==> src/rtl/mru_repl_pkg.sv <==
package mru_repl_pkg;
  localparam int unsigned DEF_WAYS = 8;
  localparam int unsigned DEF_SETS = 16;
endpackage

==> src/rtl/mru_flag_store.sv <==
module mru_flag_store #(
  parameter int unsigned NUM_WAYS = 8,
  parameter int unsigned NUM_SETS = 16,
  localparam int unsigned SET_W = $clog2(NUM_SETS)
) (
  input  logic                clk,
  input  logic                rst,
  input  logic                wr_en,
  input  logic [SET_W-1:0]    addr,
  input  logic [NUM_WAYS-1:0] wr_data,
  output logic [NUM_WAYS-1:0] rd_data
);
  logic [NUM_WAYS-1:0] flags_q [NUM_SETS];

  always_ff @(posedge clk) begin
    if (rst) begin
      for (int s = 0; s < NUM_SETS; s++) flags_q[s] <= '0;
    end else if (wr_en) begin
      flags_q[addr] <= wr_data;
    end
  end

  assign rd_data = flags_q[addr];
endmodule

==> src/rtl/mru_flag_next.sv <==
module mru_flag_next #(
  parameter int unsigned NUM_WAYS = 8,
  localparam int unsigned WAY_W = $clog2(NUM_WAYS)
) (
  input  logic [NUM_WAYS-1:0] cur,
  input  logic [WAY_W-1:0]    way,
  output logic [NUM_WAYS-1:0] nxt
);
  logic [NUM_WAYS-1:0] hit_mask;
  logic [NUM_WAYS-1:0] base;

  for (genvar g = 0; g < NUM_WAYS; g++) begin : g_mask
    assign hit_mask[g] = (way == WAY_W'(g));
  end

  assign base = (&cur) ? '0 : cur;
  assign nxt  = base | hit_mask;
endmodule

==> src/rtl/mru_victim_enc.sv <==
module mru_victim_enc #(
  parameter int unsigned NUM_WAYS = 8,
  localparam int unsigned WAY_W = $clog2(NUM_WAYS)
) (
  input  logic [NUM_WAYS-1:0] flags,
  output logic [WAY_W-1:0]    victim
);
  always_comb begin
    victim = '0;
    for (int i = NUM_WAYS - 1; i >= 0; i--) begin
      if (!flags[i]) victim = WAY_W'(i);
    end
  end
endmodule

==> src/rtl/mru_bit_replacer.sv <==
module mru_bit_replacer
  import mru_repl_pkg::*;
#(
  parameter int unsigned NUM_WAYS = DEF_WAYS,
  parameter int unsigned NUM_SETS = DEF_SETS,
  localparam int unsigned WAY_W = $clog2(NUM_WAYS),
  localparam int unsigned SET_W = $clog2(NUM_SETS)
) (
  input  logic                clk,
  input  logic                rst,
  input  logic [SET_W-1:0]    set_idx,
  input  logic                acc_valid,
  input  logic [WAY_W-1:0]    acc_way,
  output logic [WAY_W-1:0]    victim_way,
  output logic [NUM_WAYS-1:0] set_flags
);
  logic [NUM_WAYS-1:0] cur_flags;
  logic [NUM_WAYS-1:0] upd_flags;

  mru_flag_store #(.NUM_WAYS(NUM_WAYS), .NUM_SETS(NUM_SETS)) u_store (
    .clk(clk), .rst(rst), .wr_en(acc_valid), .addr(set_idx),
    .wr_data(upd_flags), .rd_data(cur_flags)
  );

  mru_flag_next #(.NUM_WAYS(NUM_WAYS)) u_next (
    .cur(cur_flags), .way(acc_way), .nxt(upd_flags)
  );

  mru_victim_enc #(.NUM_WAYS(NUM_WAYS)) u_enc (
    .flags(cur_flags), .victim(victim_way)
  );

  assign set_flags = cur_flags;
endmodule

==> config.mk <==
export PLATFORM = sky130hd
export DESIGN_NAME = mru_bit_replacer
export DESIGN_NICKNAME = d
export VERILOG_FILES = /design/src/rtl/mru_repl_pkg.sv /design/src/rtl/mru_flag_store.sv /design/src/rtl/mru_flag_next.sv /design/src/rtl/mru_victim_enc.sv /design/src/rtl/mru_bit_replacer.sv
export SDC_FILE = /design/constraint.sdc
export NUM_CORES = 1
export LEC_CHECK = 0
export ABC_CLOCK_PERIOD_IN_PS = 2910
export BUFFER_PORTS_ARGS = -buffer_cell sky130_fd_sc_hd__buf_4
export CAP_MARGIN = 10
export CELL_PAD_IN_SITES_DETAIL_PLACEMENT = 0
export CELL_PAD_IN_SITES_GLOBAL_PLACEMENT = 1
export CORE_MARGIN = 8
export CORE_UTILIZATION = 25
export DETAILED_ROUTE_END_ITERATION = 8
export PLACE_DENSITY = 0.48
export SETUP_SLACK_MARGIN = 0.1
export SYNTH_ARGS = -nofsm -noshare
export SYNTH_HDL_FRONTEND = slang
export SYNTH_SLANG_ARGS = --single-unit
==> constraint.sdc <==
create_clock -name clk -period 2.91 [get_ports clk]
set_input_delay 0 -clock clk [delete_from_list [all_inputs] [get_ports clk]]
set_output_delay 0 -clock clk [all_outputs]
set_load 0.01 [all_outputs]
* Yosys cells after proc, flatten, opt, wreduce, memory -nomap -nowiden
Memories as Yosys holds them, arrays and structs flattened.
Cells that the tools add are included.
W data, S select, Z words.
** Operators by class
- Equality and inequality tests :: 7
- Div/mod/pow operators :: 0
- Multipliers :: 0
- $add $sub $neg :: 0
- Mux-type cells :: 17
- Reductions and logical operators :: 3
- $lt $le $gt $ge :: 0
- Bitwise logic cells :: 1
- Shift operators :: 0
** Operator list (count)
- $mux W3 :: 8
- $mux W8 :: 2
- $eq A3 B3 Y1 const B :: 4
- $or A8 B8 Y8 :: 1
- $reduce_and A8 Y1 :: 1
- $reduce_or A8 Y1 :: 1
- $eq A3 B2 Y1 const B :: 2
- $mux W1 :: 6
- $mux W4 :: 1
- $eq A3 B1 Y1 const B :: 1
- $logic_not A3 Y1 :: 1
** Storage, ports and cells
- Latch bits :: 0
- Memories :: 1
- Output and inout bits :: 11
- Bits in writable memories :: 128
- Logic and storage cells :: 29
- Memory bits (read-only) :: 0
- Bits of input ports :: 10
- Register bits :: 0
** Memory list
- u_store.flags_q :: depth 16, bits a word 8, read ports 1, clocked after memory_dff 0, wr ports 16, RTL line mru_flag_store.sv:13 : logic [NUM_WAYS-1:0] flags_q [NUM_SETS];

* Longest topological paths before layout
Gate-level depths: netlist (run 1).
An unclocked memory read counts as a cell.
- Depth in word-level cells :: 9
- Depth in mapped cells :: 12
- Depth with buffers taken out :: 6

* By module
Synthesis (run 1) repeated with hierarchy kept, for this count alone.
** Unflattened totals
- Cell total of the unflattened synthesis :: 406
- Area total of the unflattened synthesis :: 6078.3 um^2
** Modules (own cells, without submodules)
- mru_flag_store :: instances 1, area an instance 5880.6 um^2, cells each 376
- mru_flag_next :: instances 1, area an instance 131.4 um^2, cells each 19
- mru_victim_enc :: instances 1, area an instance 66.3 um^2, cells each 11

* Worst setup path after synthesis (run 1)
Ideal clock, no wire load.
- Path type :: register -> register
- Start :: memory u_store.flags_q[9][0]
- End :: memory u_store.flags_q[1][6] (data pin)
- Slack :: 0.519 ns
- Cell stages (with the launch flop) :: 9
- Library setup time :: 0.139 ns
- Arrival time :: 2.252 ns
- Data required time :: 2.771 ns
- Buffers on the path :: 2
- Path through :: edfxtp_1 > mux4_1 > mux4_2 > and2_4 > and3_4 > and3_1 > buf_6 > buf_12 > nor2_4
** RTL lines (RTL line)
- from (decl) :: mru_flag_store.sv:13

* Worst setup path after layout (run 1)
- Start :: memory u_store.flags_q[14][3]
- End :: output victim_way[0]
** On the way
- Cells in the longest elaborated chain, start to end :: 5
** RTL lines
- $mem_v2 Z16 W8
- $mux W3 (4 in series) :: RTL line mru_victim_enc.sv:11 : if (!flags[i]) victim = WAY_W'(i);
- to (decl) :: RTL line mru_bit_replacer.sv:14 : output logic [WAY_W-1:0] victim_way,
No other way between the ends.

==> impl_metrics.csv, run 1 <==
group,metric,value,unit
clocking,cts.htree.levels,4,
drt,route.final.wire_length,19.6,mm
drt,wl_per_cell,21.4,µm
global_routing,grt_pass1_wl,29.8,mm
drt,drtIter0Drc,400,
synth,ys.flop_type,"edfxtp_1",
clocking,post_cts_buffers,0,
floorplan,core_area,25800,µm²
floorplan,rows,59,
global_routing,grt_usage,13.1,%
synth,synth_edf_count,128,
synth,ys_warn_count,0,
critical_path,cp-start-kind,"register",
place,hpwl,14.0,mm
clocking,insertion_delay,420,ps
critical_path,slowest_delay,540,ps
synth,async_reset_ff_share,0,%
critical_path,r2r_setup_slack,300,ps
layout,layout_common_cells,"edfxtp_1 (128), nand2_1 (113), nor2_1 (97), buf_4 (43), mux4_2 (32)",
power,power.leakage,2.85,nW
synth,yosysTopAreaCell,"edfxtp_1",
layout,drive_above_1_share,25.5,%
power,ir_drop,0.388,mV
layout,fill_cells,2645,
global_routing,grt_max_degree,39,
run,max_cap_viol_count,0,
synth,synthCells,542,
sta,finalSetupViolations,0,
power,p_per_area,630,nW/µm²
critical_path,worstPathArrival,2680,ps
synth,yosys.area.top_type_share,59.1,%
layout,antenna_cells,0,
layout,layout_commonest_cell,"edfxtp_1",
drt,ant_nets,0,
global_routing,antenna_found_initial,0,
layout,reg_top3,"u_store.flags_q x128",
critical_path,worstPathCellList,"mux4_2 -> a22oi_2 -> nand2_1 -> a311oi_1 -> o21a_1 -> buf_4",
floorplan,io-pin-count,21,
drt,num_vias,4316,
clocking,ctsHoldBuffers,0,
sta,max_freq,373,MHz
clocking,clock_sinks,128,
outcome,outcome,"finished, final reports clean",
global_routing,grt_pass1_vias,4432,
clocking,cts_tree,"built",
synth,synthTopCellsByArea,"edfxtp_1 (59%), mux4_2 (11%), nand2_1 (6.5%)",
critical_path,critPathCaptureType,"output pin",
synth,synth_nets,552,
sta,tightest_slew,822,ps
synth,synth.distinct_cells,37,
clocking,clockBufferDepth,2,
sta,slew_violations,0,
sta,rsz0062_at_grt,"false",
sta,post-route-period-util,92.1,%
place,portBuffers,20,
hold_path,min_path_type,"input port to register",
sta,hold_viol,0,
drt,drt_pass1_iterations,5,
synth,synth-seq-cells,128,
sta,max_slew_margin,44.6,%
floorplan,initial_core_util,25.2,%
floorplan,die_w,177,µm
layout,nets,577,
global_routing,grt-ovfl-total,0,
critical_path,crit_required,2910,ps
layout,area_delta_synth_final,17.8,%
floorplan,die_y,177,µm
critical_path,critical_path_class,"register to output pin",
drt,drc,0,
synth,seq_area_frac_synth,59.1,%
drt,viasPerCell,4.72,
sta,tns,0,ps
critical_path,crit_fanout,5,
place,gp_congestion,0.746,
clocking,cts_resized,0,
clocking,clk_root_buffer_cell,"clkbuf_16",
clocking,cts-buffers-inserted,17,
floorplan,dieArea,31400,µm²
sta,fin_crit,2680,ps
synth,syn_avg_cell_area,12.0,µm²
synth,synth_area,6510,µm²
place,dp.cells,883,
critical_path,cp_slowest_cell,"a311oi_1",
layout,largest_register_ffs,128,
clocking,path_clk_slew,60,ps
layout,finalNonFillerCells,915,
layout,regMostFlops,"u_store.flags_q",
sta,fin_skew,9.93,ps
[power breakdown]
part	leakage (nW)	total [mW]	internal [mW]	switching [mW]
sequential	1.32	2.12	2.10	0.0213
combinational	1.23	0.459	0.156	0.303
clock	0.298	2.25	1.43	0.820
[cells in the mapped netlist, types with 2 or more instances]
cell type	count
nor2_2	10
nand4_1	2
or2_2	14
a22oi_2	2
a21boi_0	2
clkbuf_1	19
nand2b_1	6
nand3_1	10
buf_2	9
buf_1	2
nor3_1	4
nor2b_1	3
nand2_1	113
edfxtp_1	128
nor2_4	10
nor2_1	97
inv_1	3
o21ai_0	6
mux4_2	32
buf_6	6
mux4_1	3
or3b_2	3
a22oi_1	8
or3_1	3
and3_1	8
nand3b_1	4
a21oi_1	25
[final timing paths]
check / from / end / cells after the start
worst min-delay path: acc_way[2] / u_store.flags_q[3][2] / 3
worst min register to register: u_store.flags_q[11][4] / u_store.flags_q[2][4] / 6
worst max-delay path: u_store.flags_q[14][3] / victim_way[0] / 6
worst max register to register: u_store.flags_q[13][1] / u_store.flags_q[14][0] / 6
[layer usage]
| layer | wire length (µm) | global-route usage, % | part of all wire [%] |
|---|---|---|---|
| met5 | 0 | 0 | 0 |
| met4 | 340 | 4.38 | 1.7 |
| met3 | 730 | 2.83 | 3.7 |
| met2 | 9470 | 21.1 | 48 |
| met1 | 9050 | 17.1 | 46 |
[worst max-delay path, delay by kind of cell, from the launching register on]
family / cells / cell delay [ps]
compound gates: 3 / 1030
flops: 1 / 370
mux: 1 / 480
buf+inv: 1 / 120
simple gates: 1 / 250
[per-stage QoR]
stage / hold slack [ps] / total power, mW / instance area, µm² / worst slack [ps] / util (%)
floorplan: 230 / 2.42 / 6510 / 519 / -
global placement: 557 / 2.62 / 7050 / 55.7 / 27.3
detailed placement: 556 / 2.62 / 7050 / -14.1 / 27.3
CTS: 115 / 4.87 / 7670 / 167 / 29.7
global route: 139 / 4.98 / 7670 / 132 / 29.7
finish: 155 / 4.83 / 7670 / 230 / 29.7
[area by class of cell]
type                       instances  area, µm²  share of cell area, %
multi-input combinational        373       2430                   31.7
sequential                       128       3840                   50.1
timing repair buffer              44        343                   4.47
tap                              335        419                   5.47
clock inverter                    15        193                   2.51
inverter                           3       11.3                  0.147
clock buffer                      17        425                   5.55
[cells by family after synthesis]
kind of cell	share of synthesized area, %
buf+inv	3.54
simple gates	20.8
mux	12.3
compound gates	4.27
flops	59.1
Note: power is estimated with default switching activity, not from simulation.
==> run 2, diff against run 1 <==
CORE_UTILIZATION = 51   (was 25)
PLACE_DENSITY = 0.83   (was 0.48)
==> run 2 against run 1 <==
Against the previous run: worst setup slack better by 100 ps; via count is 1.9% higher; first-iteration DRC count is 44% higher; non-clock buffer count is 2 lower; utilization is 29 points higher; critical path type is now register to register; critical endpoint is now u_store.flags_q[14][0].
==> impl_metrics.csv, run 2 (synthesis gave the netlist of run 1 again) <==
group,metric,value,unit
global_routing,grt-ovfl-total,0,
drt,drtIter0Drc,576,
global_routing,grt_pass1_wl,25.4,mm
layout,fill_cells,1022,
place,gp_congestion,0.913,
place,portBuffers,20,
sta,slew_violations,0,
layout,area_delta_synth_final,13.3,%
clocking,cts_resized,0,
sta,hold_viol,0,
power,ir_drop,0.443,mV
critical_path,slowest_delay,560,ps
layout,multi_input_area,2430,µm²
layout,seqCellArea,3840,µm²
critical_path,endpoint,"u_store.flags_q[14][0]",
floorplan,dieArea,16600,µm²
floorplan,core_area,12500,µm²
floorplan,rows,41,
drt,ant_nets,0,
critical_path,crit_required,3160,ps
critical_path,cp-start-kind,"register",
hold_path,min_path_type,"input port to register",
run,max_cap_viol_count,0,
layout,drive_above_1_share,24.1,%
clocking,cts.htree.levels,4,
clocking,cts_tree,"built",
layout,reg_top3,"u_store.flags_q x128",
drt,wl_per_cell,21.6,µm
power,p_per_area,625,nW/µm²
layout,regMostFlops,"u_store.flags_q",
layout,layout_common_cells,"edfxtp_1 (128), nand2_1 (113), nor2_1 (97), buf_4 (42), mux4_2 (32)",
critical_path,cp_slowest_cell,"mux4_2",
global_routing,grt_max_degree,39,
critical_path,path_buf_inv,0,
critical_path,crit_fanout,7,
global_routing,grt_usage,20.9,%
sta,rsz0062_at_grt,"false",
place,placed_area,6820,µm²
sta,fin_crit,2580,ps
clocking,path_clk_slew,50,ps
global_routing,grt_pass1_vias,4448,
clocking,clock_sinks,128,
critical_path,worstPathCellList,"mux4_1 -> mux4_2 -> and2_4 -> nand3_1 -> o21ai_0 -> a21boi_0",
place,hpwl,11.6,mm
critical_path,r2r_setup_slack,330,ps
drt,drt_pass1_iterations,8,
layout,layout_commonest_cell,"edfxtp_1",
layout,largest_register_ffs,128,
critical_path,crit_family,"multiplexers",
sta,tns,0,ps
drt,route.final.wire_length,16.1,mm
critical_path,critPathCaptureType,"register",
critical_path,cp-startpoint,"u_store.flags_q[13][1]",
sta,fin_skew,12.6,ps
floorplan,initial_core_util,52.0,%
sta,max_slew_margin,56.5,%
critical_path,worst-r2r-cell-count,6,
clocking,insertion_delay,430,ps
clocking,ctsHoldBuffers,0,
critical_path,worst_r2r_startpoint,"u_store.flags_q[13][1]",
global_routing,antenna_found_initial,0,
sta,finalSetupViolations,0,
critical_path,critical_path_class,"register to register",
clocking,clk_root_buffer_cell,"clkbuf_16",
clocking,post_cts_buffers,0,
critical_path,r2r-end,"u_store.flags_q[14][0]",
critical_path,cp.depth,6,
layout,final_area,7380,µm²
drt,num_vias,4399,
sta,post-route-period-util,88.6,%
power,power.leakage,2.82,nW
floorplan,die_y,129,µm
clocking,cts-buffers-inserted,17,
drt,drc,0,
floorplan,io-pin-count,21,
layout,nets,575,
sta,max_freq,388,MHz
outcome,outcome,"finished, final reports clean",
floorplan,die_w,129,µm
sta,tightest_slew,646,ps
drt,viasPerCell,5.88,
layout,antenna_cells,0,
clocking,clockBufferDepth,2,
critical_path,worstPathArrival,2830,ps
-- run 2: cell count changes in the layout (fill, tap and decap cells not counted) --
cell | before | now
clkbuf_1 | 0 | 3
clkinv_1 | 2 | 4
clkinv_4 | 3 | 0
buf_4 | 43 | 42
buf_12 | 1 | 0
inv_6 | 1 | 0
bufinv_16 | 4 | 3
clkinvlp_4 | 2 | 0
-- run 2: stage by stage --
stage / power (mW) / hold slack [ps] / std cells / util [%] / setup WS, ps
floorplan: 2.42 / 230 / 542 / - / 519
global placement: 2.57 / 561 / 718 / 54.5 / 234
detailed placement: 2.58 / 571 / 718 / 54.5 / 182
CTS: 4.63 / 128 / 748 / 58.9 / 374
global route: 4.73 / 165 / 748 / 58.9 / 211
finish: 4.61 / 153 / 748 / 58.9 / 331
-- run 2: worst min-delay path by stage --
stage	cells past startpoint	end	slack (ps)	from
6_report	3	u_store.flags_q[3][1]	150	acc_way[1]
5_1_grt	3	u_store.flags_q[13][1]	170	acc_way[1]
4_1_cts	3	u_store.flags_q[13][2]	130	acc_way[0]
3_5_place_dp	3	u_store.flags_q[0][2]	570	acc_way[2]
3_3_place_gp	3	u_store.flags_q[13][4]	560	acc_way[2]
2_1_floorplan	1	set_flags[0]	230	set_idx[3]
-- run 2: final cells by class --
| class | instances | area share [%] |
|---|---|---|
| multi-input cells | 373 | 33.0 |
| well taps | 172 | 2.92 |
| inverters | 3 | 0.153 |
| clock inverters | 10 | 1.63 |
| repair buffers | 42 | 4.27 |
| clock buffers | 20 | 5.92 |
| flip-flops and latches | 128 | 52.1 |
-- run 2: power breakdown --
part | switching, mW | internal [mW] | total [mW]
clock network | 0.747 | 1.32 | 2.06
logic | 0.278 | 0.149 | 0.427
registers | 0.0205 | 2.10 | 2.12
-- run 2: worst register-to-register path, cell delays in order, from the launching register on --
cell,delay (ps)
edfxtp_1,410
mux4_1,520
mux4_2,560
and2_4,180
nand3_1,190
o21ai_0,260
a21boi_0,280
-- run 2: metal layers --
metal / routed length [µm] / track usage (%)
met1: 6480 / 26.6
met2: 7960 / 33.4
met3: 1410 / 5.30
met4: 299 / 8.57
met5: 0 / 0
==> run 3, diff against run 2 <==
GPL_TIMING_DRIVEN = 0   (was unset)
==> run 3 against run 2 <==
Against the previous run: non-clock buffer count is 15 higher; total power shrank 2.6%; highest routed layer unchanged; via count up 6.6%; global-route usage rose by 3.1 points; die area unchanged; critical endpoint is now victim_way[0]; maximum frequency is 5.2% lower.
==> impl_metrics.csv, run 3 (synthesis gave the netlist of run 1 again) <==
group,metric,value,unit
clocking,clk_root_buffer_cell,"clkbuf_16",
drt,wl_per_cell,24.5,µm
global_routing,grt.met1_usage,32.2,%
global_routing,grt-ovfl-total,0,
power,p_per_area,606,nW/µm²
power,intPower,3.39,mW
clocking,cts_resized,0,
place,portBuffers,19,
layout,layout_commonest_cell,"edfxtp_1",
critical_path,crit_required,2910,ps
floorplan,die_y,129,µm
sta,hold_viol,0,
global_routing,grt_max_degree,17,
global_routing,top_usage_layer,"met2",
layout,nets,590,
global_routing,met3_usage,6.99,%
floorplan,initial_core_util,52.0,%
sta,rsz0062_at_grt,"false",
hold_path,min_path_type,"input port to register",
floorplan,core_area,12500,µm²
critical_path,cp-start-kind,"input port",
layout,reg_top3,"u_store.flags_q x128",
drt,num_vias,4690,
power,p_sw,1.10,mW
critical_path,path_buf_inv,4,
clocking,clock_sinks,128,
drt,viasPerCell,6.13,
global_routing,grt_pass1_wl,28.0,mm
power,power.leakage,2.80,nW
critical_path,worstPathCellList,"buf_4 -> clkbuf_1 -> clkbuf_1 -> mux4_2 -> a22oi_2 -> nand2_1 -> a311oi_1 -> o21a_1 -> buf_4",
run,max_cap_viol_count,0,
critical_path,slowest_delay,500,ps
drt,route.final.wire_length,18.7,mm
sta,fin_skew,9.45,ps
drt,drt_pass1_iterations,7,
place,hpwl,12.5,mm
power,ir_drop,0.371,mV
place,gp_congestion,0.888,
clocking,clockBufferDepth,2,
critical_path,critPathCaptureType,"output pin",
critical_path,crit_fanout,10,
critical_path,crit_family,"buffers and inverters",
clocking,ctsHoldBuffers,0,
floorplan,rows,41,
sta,fin_crit,2720,ps
drt,drtIter0Drc,785,
floorplan,dieArea,16600,µm²
layout,fin_util,59.2,%
critical_path,worstPathArrival,2720,ps
power,pwr-share-clk,42.7,%
clocking,insertion_delay,420,ps
clocking,cts.htree.levels,4,
layout,regMostFlops,"u_store.flags_q",
sta,post-route-period-util,93.5,%
outcome,outcome,"finished, final reports clean",
global_routing,antenna_found_initial,0,
drt,drc,0,
clocking,path_clk_slew,50,ps
power,seqPwrFrac,47.2,%
global_routing,met2_usage,34.9,%
sta,max_slew_margin,22.1,%
critical_path,critical_path_class,"input port to output pin",
place,post-place-ws,-157,ps
layout,antenna_cells,0,
drt,ant_nets,0,
power,power.share.combinational,10.1,%
layout,largest_register_ffs,128,
sta,finalSetupViolations,0,
layout,drive_above_1_share,23.4,%
global_routing,grt_pass1_vias,4695,
sta,slew_violations,0,
critical_path,cp_slowest_cell,"clkbuf_1",
clocking,cts_tree,"built",
sta,setup_ws,190,ps
floorplan,io-pin-count,21,
layout,area_delta_synth_final,13.8,%
power,p_sw_share,24.4,%
clocking,cts-buffers-inserted,17,
clocking,post_cts_buffers,0,
global_routing,grt_usage,24.0,%
floorplan,die_w,129,µm
sta,tightest_slew,1160,ps
sta,max_freq,368,MHz
layout,layout_common_cells,"edfxtp_1 (128), nand2_1 (113), nor2_1 (96), mux4_2 (32), a21oi_1 (25)",
-- run 3: layout make-up --
type                            instances  area, µm²
Multi-Input combinational cell        373       2450
Sequential cell                       128       3840
Tap cell                              172        215
Clock inverter                         15        103
Timing Repair Buffer                   19        143
Clock buffer                           17        425
Inverter                                3       11.3
Fill cell                            1076       5110
Buffer                                 38        219
-- run 3: final timing paths --
kind / start / endpoint / slack [ps] / cells after the start
setup / recovery: set_idx[1] / victim_way[0] / 190 / 9
hold / removal: rst / u_store.flags_q[5][4] / 140 / 2
setup reg to reg: u_store.flags_q[7][0] / u_store.flags_q[14][3] / 260 / 8
hold reg to reg: u_store.flags_q[11][5] / u_store.flags_q[12][5] / 1010 / 5
-- run 3: power groups by stage --
stage	logic, mW	clock network, mW	registers [mW]
floorplan	0.277	0	2.15
global placement	0.436	0	2.15
detailed placement	0.444	0	2.16
CTS	0.446	1.92	2.12
global route	0.481	1.99	2.12
finish	0.453	1.92	2.12
-- run 3: metrics by stage --
stage,hold WS [ps],std cells,TNS (ps),area (µm²),total power [mW]
2_1_floorplan,230,542,0,6510,2.42
3_3_place_gp,545,733,-12730,6870,2.59
3_5_place_dp,548,733,-13390,6880,2.60
4_1_cts,113,765,0,7400,4.49
5_1_grt,153,765,0,7410,4.59
6_report,138,765,0,7410,4.49
-- run 3: per-layer routing --
metal,share of wire [%],wire length (µm),vias up
li1,-,-,2028
met1,40,7440,2321
met2,45,8490,288
met3,12,2180,53
met4,3.4,636,0
met5,0,0,-
